===== src/rtl/wim_pkg.sv =====
package wim_pkg;

    typedef enum logic [2:0] {
        MD_ZERO = 3'd0,
        MD_INV  = 3'd1,
        MD_KEEP = 3'd2,
        MD_NEAR = 3'd3,
        MD_PAGE = 3'd4
    } wim_mode_e;

    typedef enum logic {
        ST_IDLE  = 1'b0,
        ST_ISSUE = 1'b1
    } wim_state_e;

endpackage


===== src/rtl/wim_shaper.sv =====
module wim_shaper
    import wim_pkg::*;
#(
    parameter int XLEN  = 64,
    parameter int IMM_W = 16,
    parameter int SEL_W = 2
) (
    input  logic [2:0]       mode_i,
    input  logic             wide_i,
    input  logic [IMM_W-1:0] imm_i,
    input  logic [SEL_W-1:0] sel_i,
    input  logic [XLEN-1:0]  old_i,
    output logic [XLEN-1:0]  val_o,
    output logic             bad_sel_o
);
    localparam int HALF       = XLEN / 2;
    localparam int HALF_SLOTS = HALF / IMM_W;
    localparam int POS_W      = $clog2(XLEN);
    localparam logic [XLEN-1:0] LOW_MASK  = {{(XLEN-HALF){1'b0}}, {HALF{1'b1}}};
    localparam logic [XLEN-1:0] SLOT_ONES = {{(XLEN-IMM_W){1'b0}}, {IMM_W{1'b1}}};

    logic [POS_W-1:0] pos;
    logic [XLEN-1:0]  placed;
    logic [XLEN-1:0]  fmask;
    logic [XLEN-1:0]  raw;

    assign pos       = POS_W'(sel_i) * POS_W'(IMM_W);
    assign placed    = XLEN'(imm_i) << pos;
    assign fmask     = SLOT_ONES << pos;
    assign bad_sel_o = !wide_i && ({1'b0, sel_i} >= (SEL_W+1)'(HALF_SLOTS));

    always_comb begin
        unique case (mode_i)
            MD_ZERO: raw = placed;
            MD_INV:  raw = ~placed;
            MD_KEEP: raw = (old_i & ~fmask) | placed;
            default: raw = '0;
        endcase
    end

    assign val_o = wide_i ? raw : (raw & LOW_MASK);

endmodule


===== src/rtl/wim_addr_gen.sv =====
module wim_addr_gen #(
    parameter int XLEN    = 64,
    parameter int OFS_W   = 21,
    parameter int PAGE_SH = 12
) (
    input  logic [XLEN-1:0]  pc_i,
    input  logic [OFS_W-1:0] ofs_i,
    input  logic             page_i,
    output logic [XLEN-1:0]  addr_o
);
    logic [XLEN-1:0] sofs;
    logic [XLEN-1:0] page_base;
    logic [XLEN-1:0] near_addr;
    logic [XLEN-1:0] page_addr;

    assign sofs      = {{(XLEN-OFS_W){ofs_i[OFS_W-1]}}, ofs_i};
    assign page_base = {pc_i[XLEN-1:PAGE_SH], {PAGE_SH{1'b0}}};
    assign near_addr = pc_i + sofs;
    assign page_addr = page_base + (sofs << PAGE_SH);
    assign addr_o    = page_i ? page_addr : near_addr;

endmodule


===== src/rtl/wim_seq.sv =====
module wim_seq
    import wim_pkg::*;
(
    input  logic clk,
    input  logic rst_n,
    input  logic take_i,
    output logic load_o,
    output logic vld_o
);
    wim_state_e state_q;
    wim_state_e state_d;

    always_comb begin
        unique case (state_q)
            ST_IDLE:  state_d = take_i ? ST_ISSUE : ST_IDLE;
            ST_ISSUE: state_d = take_i ? ST_ISSUE : ST_IDLE;
            default:  state_d = ST_IDLE;
        endcase
    end

    always_ff @(posedge clk or negedge rst_n) begin
        if (!rst_n) state_q <= ST_IDLE;
        else        state_q <= state_d;
    end

    always_comb begin
        load_o = take_i;
        vld_o  = (state_q == ST_ISSUE);
    end


    accept_step_chk: assert property (@(posedge clk) disable iff (!rst_n)
        take_i |=> state_q == ST_ISSUE);


    drain_step_chk: assert property (@(posedge clk) disable iff (!rst_n)
        !take_i |=> state_q == ST_IDLE);

endmodule


===== src/rtl/wim_unit.sv =====
module wim_unit
    import wim_pkg::*;
#(
    parameter int XLEN    = 64,
    parameter int IMM_W   = 16,
    parameter int SEL_W   = 2,
    parameter int OFS_W   = 21,
    parameter int PAGE_SH = 12
) (
    input  logic             clk,
    input  logic             rst_n,
    input  logic             in_valid,
    input  logic [2:0]       in_mode,
    input  logic             in_wide,
    input  logic [IMM_W-1:0] in_imm,
    input  logic [SEL_W-1:0] in_sel,
    input  logic [XLEN-1:0]  in_old,
    input  logic [XLEN-1:0]  in_pc,
    input  logic [OFS_W-1:0] in_ofs,
    output logic             out_valid,
    output logic [XLEN-1:0]  out_result,
    output logic             out_illegal
);
    localparam int HALF       = XLEN / 2;
    localparam int HALF_SLOTS = HALF / IMM_W;

    logic [XLEN-1:0] shaped;
    logic [XLEN-1:0] addr;
    logic            bad_sel;
    logic            is_move;
    logic            is_addr;
    logic            ill_d;
    logic [XLEN-1:0] res_d;
    logic            load;
    logic [XLEN-1:0] res_q;
    logic            ill_q;

    wim_shaper #(.XLEN(XLEN), .IMM_W(IMM_W), .SEL_W(SEL_W)) u_shaper (
        .mode_i   (in_mode),
        .wide_i   (in_wide),
        .imm_i    (in_imm),
        .sel_i    (in_sel),
        .old_i    (in_old),
        .val_o    (shaped),
        .bad_sel_o(bad_sel)
    );

    wim_addr_gen #(.XLEN(XLEN), .OFS_W(OFS_W), .PAGE_SH(PAGE_SH)) u_addr (
        .pc_i  (in_pc),
        .ofs_i (in_ofs),
        .page_i(in_mode == MD_PAGE),
        .addr_o(addr)
    );

    wim_seq u_seq (
        .clk   (clk),
        .rst_n (rst_n),
        .take_i(in_valid),
        .load_o(load),
        .vld_o (out_valid)
    );

    always_comb begin
        is_move = (in_mode == MD_ZERO) || (in_mode == MD_INV) || (in_mode == MD_KEEP);
        is_addr = (in_mode == MD_NEAR) || (in_mode == MD_PAGE);
        ill_d   = !(is_move || is_addr) || (is_move && bad_sel);
        if (ill_d)        res_d = '0;
        else if (is_addr) res_d = addr;
        else              res_d = shaped;
    end

    always_ff @(posedge clk or negedge rst_n) begin
        if (!rst_n) begin
            res_q <= '0;
            ill_q <= 1'b0;
        end else if (load) begin
            res_q <= res_d;
            ill_q <= ill_d;
        end
    end

    assign out_result  = res_q;
    assign out_illegal = ill_q;


    valid_follow_chk: assert property (@(posedge clk) disable iff (!rst_n)
        in_valid |=> out_valid);


    idle_hold_chk: assert property (@(posedge clk) disable iff (!rst_n)
        !in_valid |=> !out_valid && $stable(out_result) && $stable(out_illegal));


    narrow_sel_chk: assert property (@(posedge clk) disable iff (!rst_n)
        in_valid && !in_wide && ({1'b0, in_sel} >= (SEL_W+1)'(HALF_SLOTS)) && (in_mode <= 3'd2)
        |=> out_illegal && (out_result == '0));


    narrow_upper_chk: assert property (@(posedge clk) disable iff (!rst_n)
        in_valid && !in_wide && (in_mode <= 3'd2) |=> out_result[XLEN-1:HALF] == '0);


    zero_pop_chk: assert property (@(posedge clk) disable iff (!rst_n)
        in_valid && (in_mode == 3'd0) |=> $countones(out_result) <= IMM_W);


    inv_pop_chk: assert property (@(posedge clk) disable iff (!rst_n)
        in_valid && in_wide && (in_mode == 3'd1) |=> $countones(out_result) >= (XLEN - IMM_W));


    bad_mode_chk: assert property (@(posedge clk) disable iff (!rst_n)
        in_valid && (in_mode >= 3'd5) |=> out_illegal && (out_result == '0));

endmodule


===== config.mk =====
export PLATFORM = sky130hd
export DESIGN_NAME = wim_unit
export DESIGN_NICKNAME = d
export VERILOG_FILES = /design/src/rtl/wim_pkg.sv /design/src/rtl/wim_shaper.sv /design/src/rtl/wim_addr_gen.sv /design/src/rtl/wim_seq.sv /design/src/rtl/wim_unit.sv
export SDC_FILE = /design/constraint.sdc
export NUM_CORES = 1
export LEC_CHECK = 0
export ABC_CLOCK_PERIOD_IN_PS = 1400
export CORE_MARGIN = 2
export CORE_UTILIZATION = 50
export CTS_BUF_LIST = sky130_fd_sc_hd__clkbuf_4
export DETAILED_ROUTE_END_ITERATION = 7
export DONT_BUFFER_PORTS = 1
export GPL_TIMING_DRIVEN = 0
export HOLD_SLACK_MARGIN = 0.05
export MAX_ROUTING_LAYER = met4
export PLACE_DENSITY = 0.71
export SLEW_MARGIN = 0
export SYNTH_ARGS = -nofsm -noshare
export SYNTH_HDL_FRONTEND = slang
export SYNTH_SLANG_ARGS = --single-unit

===== constraint.sdc =====
create_clock -name clk -period 1.4 [get_ports clk]
set_clock_uncertainty 0.1 [all_clocks]
set_input_delay 0.21 -clock clk [delete_from_list [all_inputs] [get_ports clk]]
set_output_delay 0.21 -clock clk [all_outputs]
set_load 0.005 [all_outputs]

==> results.sh, run 1 <==
export IMPL_multiInputGateArea_mm2=0.00880
export IMPL_root_buffer="clkbuf_4"
export IMPL_vias=11500
export IMPL_mappedNetlistNets=1589
export IMPL_met2WireLength_um=18200
export IMPL_core_mm2=0.0187
export IMPL_drtIter0Drc=1220
export IMPL_drc=0
export IMPL_h_tree_depth=3
export IMPL_dpl_cell_area_mm2=0.0104
export IMPL_avgSynthCellArea_um2=7.18
export IMPL_crit_type="in2reg"
export IMPL_antenna_found_initial=1
export IMPL_grt_pass1_wl_um=60200
export IMPL_slew_violations=0
export IMPL_cp_end_kind="flop"
export IMPL_synthTopCellsByArea="dfrtp_1 17%, ha_1 11%, a21oi_1 10%"
export IMPL_p_leak_nw=5.07
export IMPL_rsz0062_at_grt="yes"
export IMPL_floorplan_initialDensity_pct=51.1
export IMPL_grt_pass1_vias=10300
export IMPL_drt_wl_total_um=41700
export IMPL_status="finished, violations left"
export IMPL_fmax_mhz=361
export IMPL_highest_layer="met4"
export IMPL_clock_path_buffers=2
export IMPL_tightest_slew_ps=749
export IMPL_nFillCells=1550
export IMPL_final_util_pct=66.7
export IMPL_synth_edf_count=0
export IMPL_hold_path_class="in2async"
export IMPL_grt_total_usage_pct=39.8
export IMPL_clock_sinks=66
export IMPL_yosysWarningCount=0
export IMPL_worstSetupStartpointType="input pin"
export IMPL_powerDensity_mw_per_mm2=715
export IMPL_die_h_um=142
export IMPL_whs_ps=-672
export IMPL_wl_met3_um=4810
export IMPL_avgRoutedWirePerCell_um=25.0
export IMPL_netlist_instances=1330
export IMPL_grt_overflow_total=0
export IMPL_wl_met1_um=16400
export IMPL_cts_buffers=9
export IMPL_maxCapViolCount=0
export IMPL_synth_top_flop_cell="dfrtp_1"
export IMPL_dieArea_mm2=0.0202
export IMPL_cts_hold_buf=44
export IMPL_finalCritPeriodShare_pct=198
export IMPL_yosys_cell_count_top_type="a21oi_1"
export IMPL_port_buffers=0
export IMPL_drive_gt1_share_pct=22.5
export IMPL_violations="negative hold slack, negative setup slack"
export IMPL_ios=240
export IMPL_cp_max_fo=5
export IMPL_regArea_mm2=0.00165
export IMPL_final_area_mm2=0.0125
export IMPL_area_growth_pct=30.5
export IMPL_cts_clk_slew_worst_paths_ps=120
export IMPL_cts_tree="yes"
export IMPL_ys_ff_latch=66
export IMPL_num_rows=50
export IMPL_synth_area_leader_cell="dfrtp_1"
export IMPL_place_congestion=1.01
export IMPL_yosys_area_top_type_share_pct=17.3
export IMPL_cp_arrival_ps=3020
export IMPL_nets=1688
export IMPL_drt_pass1_iterations=7
export IMPL_synthArstFlopShare_pct=100
export IMPL_clk_latency_ps=440
export IMPL_setup_violations_final=58
export IMPL_finalHoldViolCount=66
export IMPL_crit_required_ps=1650
export IMPL_grt_max_degree=67
export IMPL_fin_ws_ps=-1370
export IMPL_ant_nets=0
export IMPL_synth_commonest_cells="196 x a21oi_1, 109 x nand2_1, 101 x nor2_1, 95 x o21ai_0, 83 x ha_1"
export IMPL_yosysUniqueCellTypes=78
export IMPL_dp_hpwl_um=31100
export IMPL_viasPerCell=6.88
export IMPL_vdd_drop_max_uv=324
export IMPL_period_minus_slack_ps=2770
export IMPL_relSlewSlack_pct=50.0
export IMPL_syn_area_mm2=0.00956
export IMPL_ys_seq_area_share_pct=17.3
export IMPL_die_x_um=142
[layout by cell type, fill, tap and decap left out, types with 21 or more instances in the layout]
cell type	count
inv_1	50
nand2_1	99
a22oi_1	40
dfrtp_1	66
clkbuf_1	61
ha_1	45
nand4_1	31
xor2_1	23
buf_6	25
nor2_1	84
a21o_1	57
dlygate4sd3_1	44
o21ai_0	76
a21oi_1	173
o221ai_1	22
ha_4	28
buf_4	32
xnor2_1	21
[flip-flops by register name, summed over array words and instances (netlist names)]
register	count
out_result	64
u_seq.vld_o	1
out_illegal	1
[worst max-delay path, cell delays in order]
cell and delay (ps):
ha_4 280, o211ai_1 150, o21ai_2 250, o2111ai_2 210, a2111oi_4 420, nor3b_2 100
or4_4 560, a21oi_4 170, or2b_4 180, xnor2_2 120, nor2_2 80, a221o_1 290
[per-stage QoR]
stage	instances	setup TNS [ps]	power [mW]	setup slack, ps
after floorplan	1330	-57930	5.21	-1540
after global placement	1564	-85950	6.16	-2000
after detailed placement	1564	-87330	6.19	-2030
after CTS	1647	-52870	8.26	-1310
after global routing	1669	-58390	9.32	-1410
final	1669	-56140	8.91	-1370
[layout make-up]
cell class | count | area share, %
Antenna cell | 1 | 0.0201
Buffer | 99 | 4.21
Tap cell | 234 | 2.35
Timing Repair Buffer | 89 | 6.72
Sequential cell | 66 | 13.2
Clock buffer | 10 | 0.602
Inverter | 54 | 1.63
Multi-Input combinational cell | 1110 | 70.6
Clock inverter | 6 | 0.652
[worst paths after layout]
| check | end | slack, ps | cells past startpoint | from |
|---|---|---|---|---|
| worst max-delay path | out_result[50]$_DFFE_PN0P_ | -1370 | 12 | in_ofs[5] |
| worst min-delay path | out_result[0]$_DFFE_PN0P_ | -670 | 0 | rst_n |
| worst max register to register | out_result[57]$_DFFE_PN0P_ | 190 | 3 | out_result[57]$_DFFE_PN0P_ |
| worst min register to register | out_result[3]$_DFFE_PN0P_ | 430 | 1 | out_result[3]$_DFFE_PN0P_ |
| max in group asynchronous | out_result[34]$_DFFE_PN0P_ | 1740 | 0 | rst_n |
| min in group clk | out_result[49]$_DFFE_PN0P_ | 30 | 2 | in_mode[2] |
[layer usage]
layer  global-route usage (%)  vias to the layer above
met3                     7.77                      158
met2                     60.9                      777
met1                     51.7                     5375
met4                     16.4                        0
li1                         -                     5167
met5                        -                        -
[power by group]
part	leakage (nW)	switching [mW]	total (mW)	internal, mW
Clock	0.0838	0.772	1.50	0.732
Combinational	4.12	2.89	5.06	2.17
Sequential	0.876	0.239	2.35	2.11
[timing repair]
item                                    CTS  global route
setup buffers                            24            24
pin swaps                                53            62
endpoints found under the hold margin   116            69
endpoints found under the setup margin   59            64
resized for setup                       114           113
[cells by family after synthesis]
group | after synthesis | synth area share [%]
AO/OA/AOI/OAI | 594 | 40.2
XOR/XNOR | 77 | 7.06
adder cells (fa/ha/maj) | 85 | 11.3
buffers and inverters | 154 | 6.36
flip-flops | 66 | 17.3
multiplexers | 2 | 0.210
AND/OR/NAND/NOR | 352 | 17.6
Note: power is estimated with default switching activity, not from simulation.
==> run 2, diff against run 1 <==
- ABC_AREA: not set -> 1
==> run 2 against run 1 <==
Against the previous run: the flow finishes with violations (design-rule violations, negative hold slack, negative setup slack); core utilization up 5.8 points; combinational power grew 50%; power grew 34%; design area is 51% higher; sequential cell count unchanged; maximum frequency rose by 36%; register-to-register slack worse by 100 ps; wire length grew 60%; sequential share of layout area shrank 4.5 points; worst setup slack better by 730 ps; sequential power about the same; critical path type unchanged; critical endpoint is now out_result[14]$_DFFE_PN0P_; largest cell class unchanged; largest power group unchanged; highest routed layer unchanged.
==> results.sh, run 2 <==
export IMPL_grt_overflow_total=0
export IMPL_synth_edf_count=0
export IMPL_p_leak_nw=9.67
export IMPL_r2r_start="out_illegal$_DFFE_PN0P_"
export IMPL_yosysUniqueCellTypes=44
export IMPL_powerDensity_mw_per_mm2=632
export IMPL_drc=13
export IMPL_ys_ff_latch=66
export IMPL_p_comb_share_pct=63.6
export IMPL_tightest_slew_ps=802
export IMPL_layout_commonest_cell="nand2_1"
export IMPL_ios=240
export IMPL_violations="design-rule violations, negative hold slack, negative setup slack"
export IMPL_cp_max_fo=4
export IMPL_root_buffer="clkbuf_4"
export IMPL_netlist_instances=2649
export IMPL_grt_pass1_wl_um=94000
export IMPL_reg2reg_to="out_illegal$_DFFE_PN0P_"
export IMPL_whs_ps=-693
export IMPL_cp_end_kind="flop"
export IMPL_synthArstFlopShare_pct=100
export IMPL_h_tree_depth=3
export IMPL_relSlewSlack_pct=46.5
export IMPL_avgRoutedWirePerCell_um=21.5
export IMPL_synthTopCellsByArea="nand2_1 32%, inv_1 13%, dfrtp_1 12%"
export IMPL_status="finished, violations left"
export IMPL_clk_latency_ps=470
export IMPL_layout_cells_non_filler=3104
export IMPL_worstSetupStartpointType="input pin"
export IMPL_worstPathCellList="ha_4 -> inv_2 -> fa_2 -> inv_2 -> nand3_2 -> nand3_4 -> nand2_4 -> nand2_4 -> nand2_4 -> nand2_4 -> buf_4 -> a21oi_1 -> o21ai_1 -> o211ai_1 -> nand2_1 -> o21ai_1"
export IMPL_clock_path_buffers=2
export IMPL_crit_required_ps=1640
export IMPL_die_x_um=167
export IMPL_avgSynthCellArea_um2=5.00
export IMPL_finalCritPeriodShare_pct=146
export IMPL_drtIter0Drc=2341
export IMPL_slew_violations=0
export IMPL_fin_setup_tns_ps=-14690
export IMPL_fin_ws_ps=-645
export IMPL_critPathTopFamily="compound AO/OA/AOI/OAI gates"
export IMPL_cts_clk_slew_worst_paths_ps=160
export IMPL_clock_sinks=66
export IMPL_crit_top_cell="nand2_4"
export IMPL_grt_total_usage_pct=44.5
export IMPL_drt_pass1_iterations=8
export IMPL_power_mw=11.9
export IMPL_drive_gt1_share_pct=32.0
export IMPL_die_h_um=167
export IMPL_dieArea_mm2=0.0278
export IMPL_cp_arrival_ps=2280
export IMPL_area_growth_pct=42.6
export IMPL_rrSetupSlack_ps=90
export IMPL_pwr_share_seq_pct=19.5
export IMPL_crit_type="in2reg"
export IMPL_switching_power_mw=5.91
export IMPL_synth_top_flop_cell="dfrtp_1"
export IMPL_fmax_mhz=489
export IMPL_critPathBufInv=3
export IMPL_place_inst=2984
export IMPL_maxCapViolCount=0
export IMPL_synth_area_leader_cell="nand2_1"
export IMPL_yosys_cell_count_top_type="nand2_1"
export IMPL_finalHoldViolCount=66
export IMPL_crit_slowest_cell="fa_2"
export IMPL_syn_area_mm2=0.0132
export IMPL_core_mm2=0.0261
export IMPL_vdd_drop_max_uv=614
export IMPL_num_rows=59
export IMPL_mappedNetlistNets=2908
export IMPL_final_util_pct=72.4
export IMPL_internal_power_mw=6.02
export IMPL_ant_nets=0
export IMPL_grt_pass1_vias=16800
export IMPL_cts_hold_buf=16
export IMPL_port_buffers=0
export IMPL_dp_hpwl_um=49400
export IMPL_mostFrequentLayoutCells="816 x nand2_1, 408 x inv_1, 217 x nand2_2"
export IMPL_nFillCells=2157
export IMPL_pwr_share_clk_pct=16.9
export IMPL_drt_wl_total_um=66800
export IMPL_hold_path_class="in2async"
export IMPL_worstRegToRegCells=3
export IMPL_ys_seq_area_share_pct=12.5
export IMPL_period_minus_slack_ps=2050
export IMPL_p_sw_share_pct=49.6
export IMPL_place_congestion=1.09
export IMPL_yosysWarningCount=0
export IMPL_synth_commonest_cells="1131 x nand2_1, 456 x inv_1, 272 x nor2_1, 161 x nand3_1, 146 x a21oi_1"
export IMPL_nets=3022
export IMPL_floorplan_initialDensity_pct=50.8
export IMPL_vias=18500
export IMPL_setup_violations_final=61
export IMPL_grt_max_degree=67
export IMPL_yosys_area_top_type_share_pct=32.1
export IMPL_slowest_delay_ps=330
export IMPL_cts_tree="yes"
export IMPL_cts_buffers=9
export IMPL_antenna_found_initial=1
export IMPL_viasPerCell=5.96
export IMPL_rsz0062_at_grt="yes"
export IMPL_largest_reg_flops=64
==> run 2: cell count changes after synthesis, sizes merged, moves of 17 or more <==
cell    delta
o22ai     -20
nand4     -24
xor2      -39
clkbuf    -49
a21o      -57
nor2     +174
a21oi     -50
o21ai     -20
a221o     -17
nand2   +1021
inv      +408
nand3    +146
xnor2     -24
o221ai    -27
==> run 2: worst max-delay path by stage <==
stage	start	end	cells after the start
floorplan	in_pc[0]	out_result[62]$_DFFE_PN0P_	19
global placement	in_mode[0]	out_result[30]$_DFFE_PN0P_	9
CTS	in_ofs[0]	out_result[48]$_DFFE_PN0P_	16
detailed placement	in_pc[0]	out_result[62]$_DFFE_PN0P_	19
finish	in_pc[0]	out_result[14]$_DFFE_PN0P_	16
global route	in_ofs[7]	out_result[14]$_DFFE_PN0P_	15
==> run 2: logic make-up after synthesis <==
logic type               Yosys count  share of synthesized area, %
adder cells (fa/ha/maj)           85                          8.15
XOR/XNOR                          14                         0.926
flip-flops                        66                          12.5
AO/OA/AOI/OAI                    334                          14.6
AND/OR/NAND/NOR                 1618                          48.5
buffers and inverters            532                          15.4
==> run 2: final cells by class <==
class	instances	area [um2]	share of cell area (%)
Clock inverter	6	138	0.729
Buffer	67	334	1.77
Timing Repair Buffer	103	891	4.72
Multi-Input combinational cell	2051	13600	72.0
Sequential cell	66	1650	8.75
Antenna cell	1	2.50	0.0133
Inverter	465	1770	9.35
Clock buffer	10	75.1	0.398
Tap cell	335	419	2.22
==> run 2: stage by stage <==
stage | worst slack, ps | cell area, um2
floorplan | -498 | 14800
detailed placement | -1210 | 15200
CTS | -277 | 17600
global route | -650 | 18900
finish | -645 | 18900
global placement | -1160 | 15200
==> run 2: power by group through the flow <==
stage               Combinational, mW  Sequential, mW  Clock [mW]
finish                           7.58            2.33        2.02
global route                     8.01            2.34        2.06
CTS                              6.50            2.32        1.95
detailed placement               5.40            2.35           0
global placement                 5.32            2.35           0
floorplan                        3.91            2.29           0
==> run 2: metal layers <==
| layer | vias to the layer above | share of wire, % | global-route usage, % |
|---|---|---|---|
| met5 | - | 0 | - |
| met4 | 0 | 8.6 | 24.7 |
| met3 | 395 | 11 | 8.79 |
| met2 | 1295 | 43 | 68.9 |
| met1 | 8354 | 38 | 54.5 |
| li1 | 8464 | - | - |
==> run 2: repair_timing <==
action,in CTS,in global routing
setup buffers,60,28
endpoints found under the hold margin,83,66
gates resized for setup,434,305
setup endpoints to repair,58,62
pin swaps,149,144
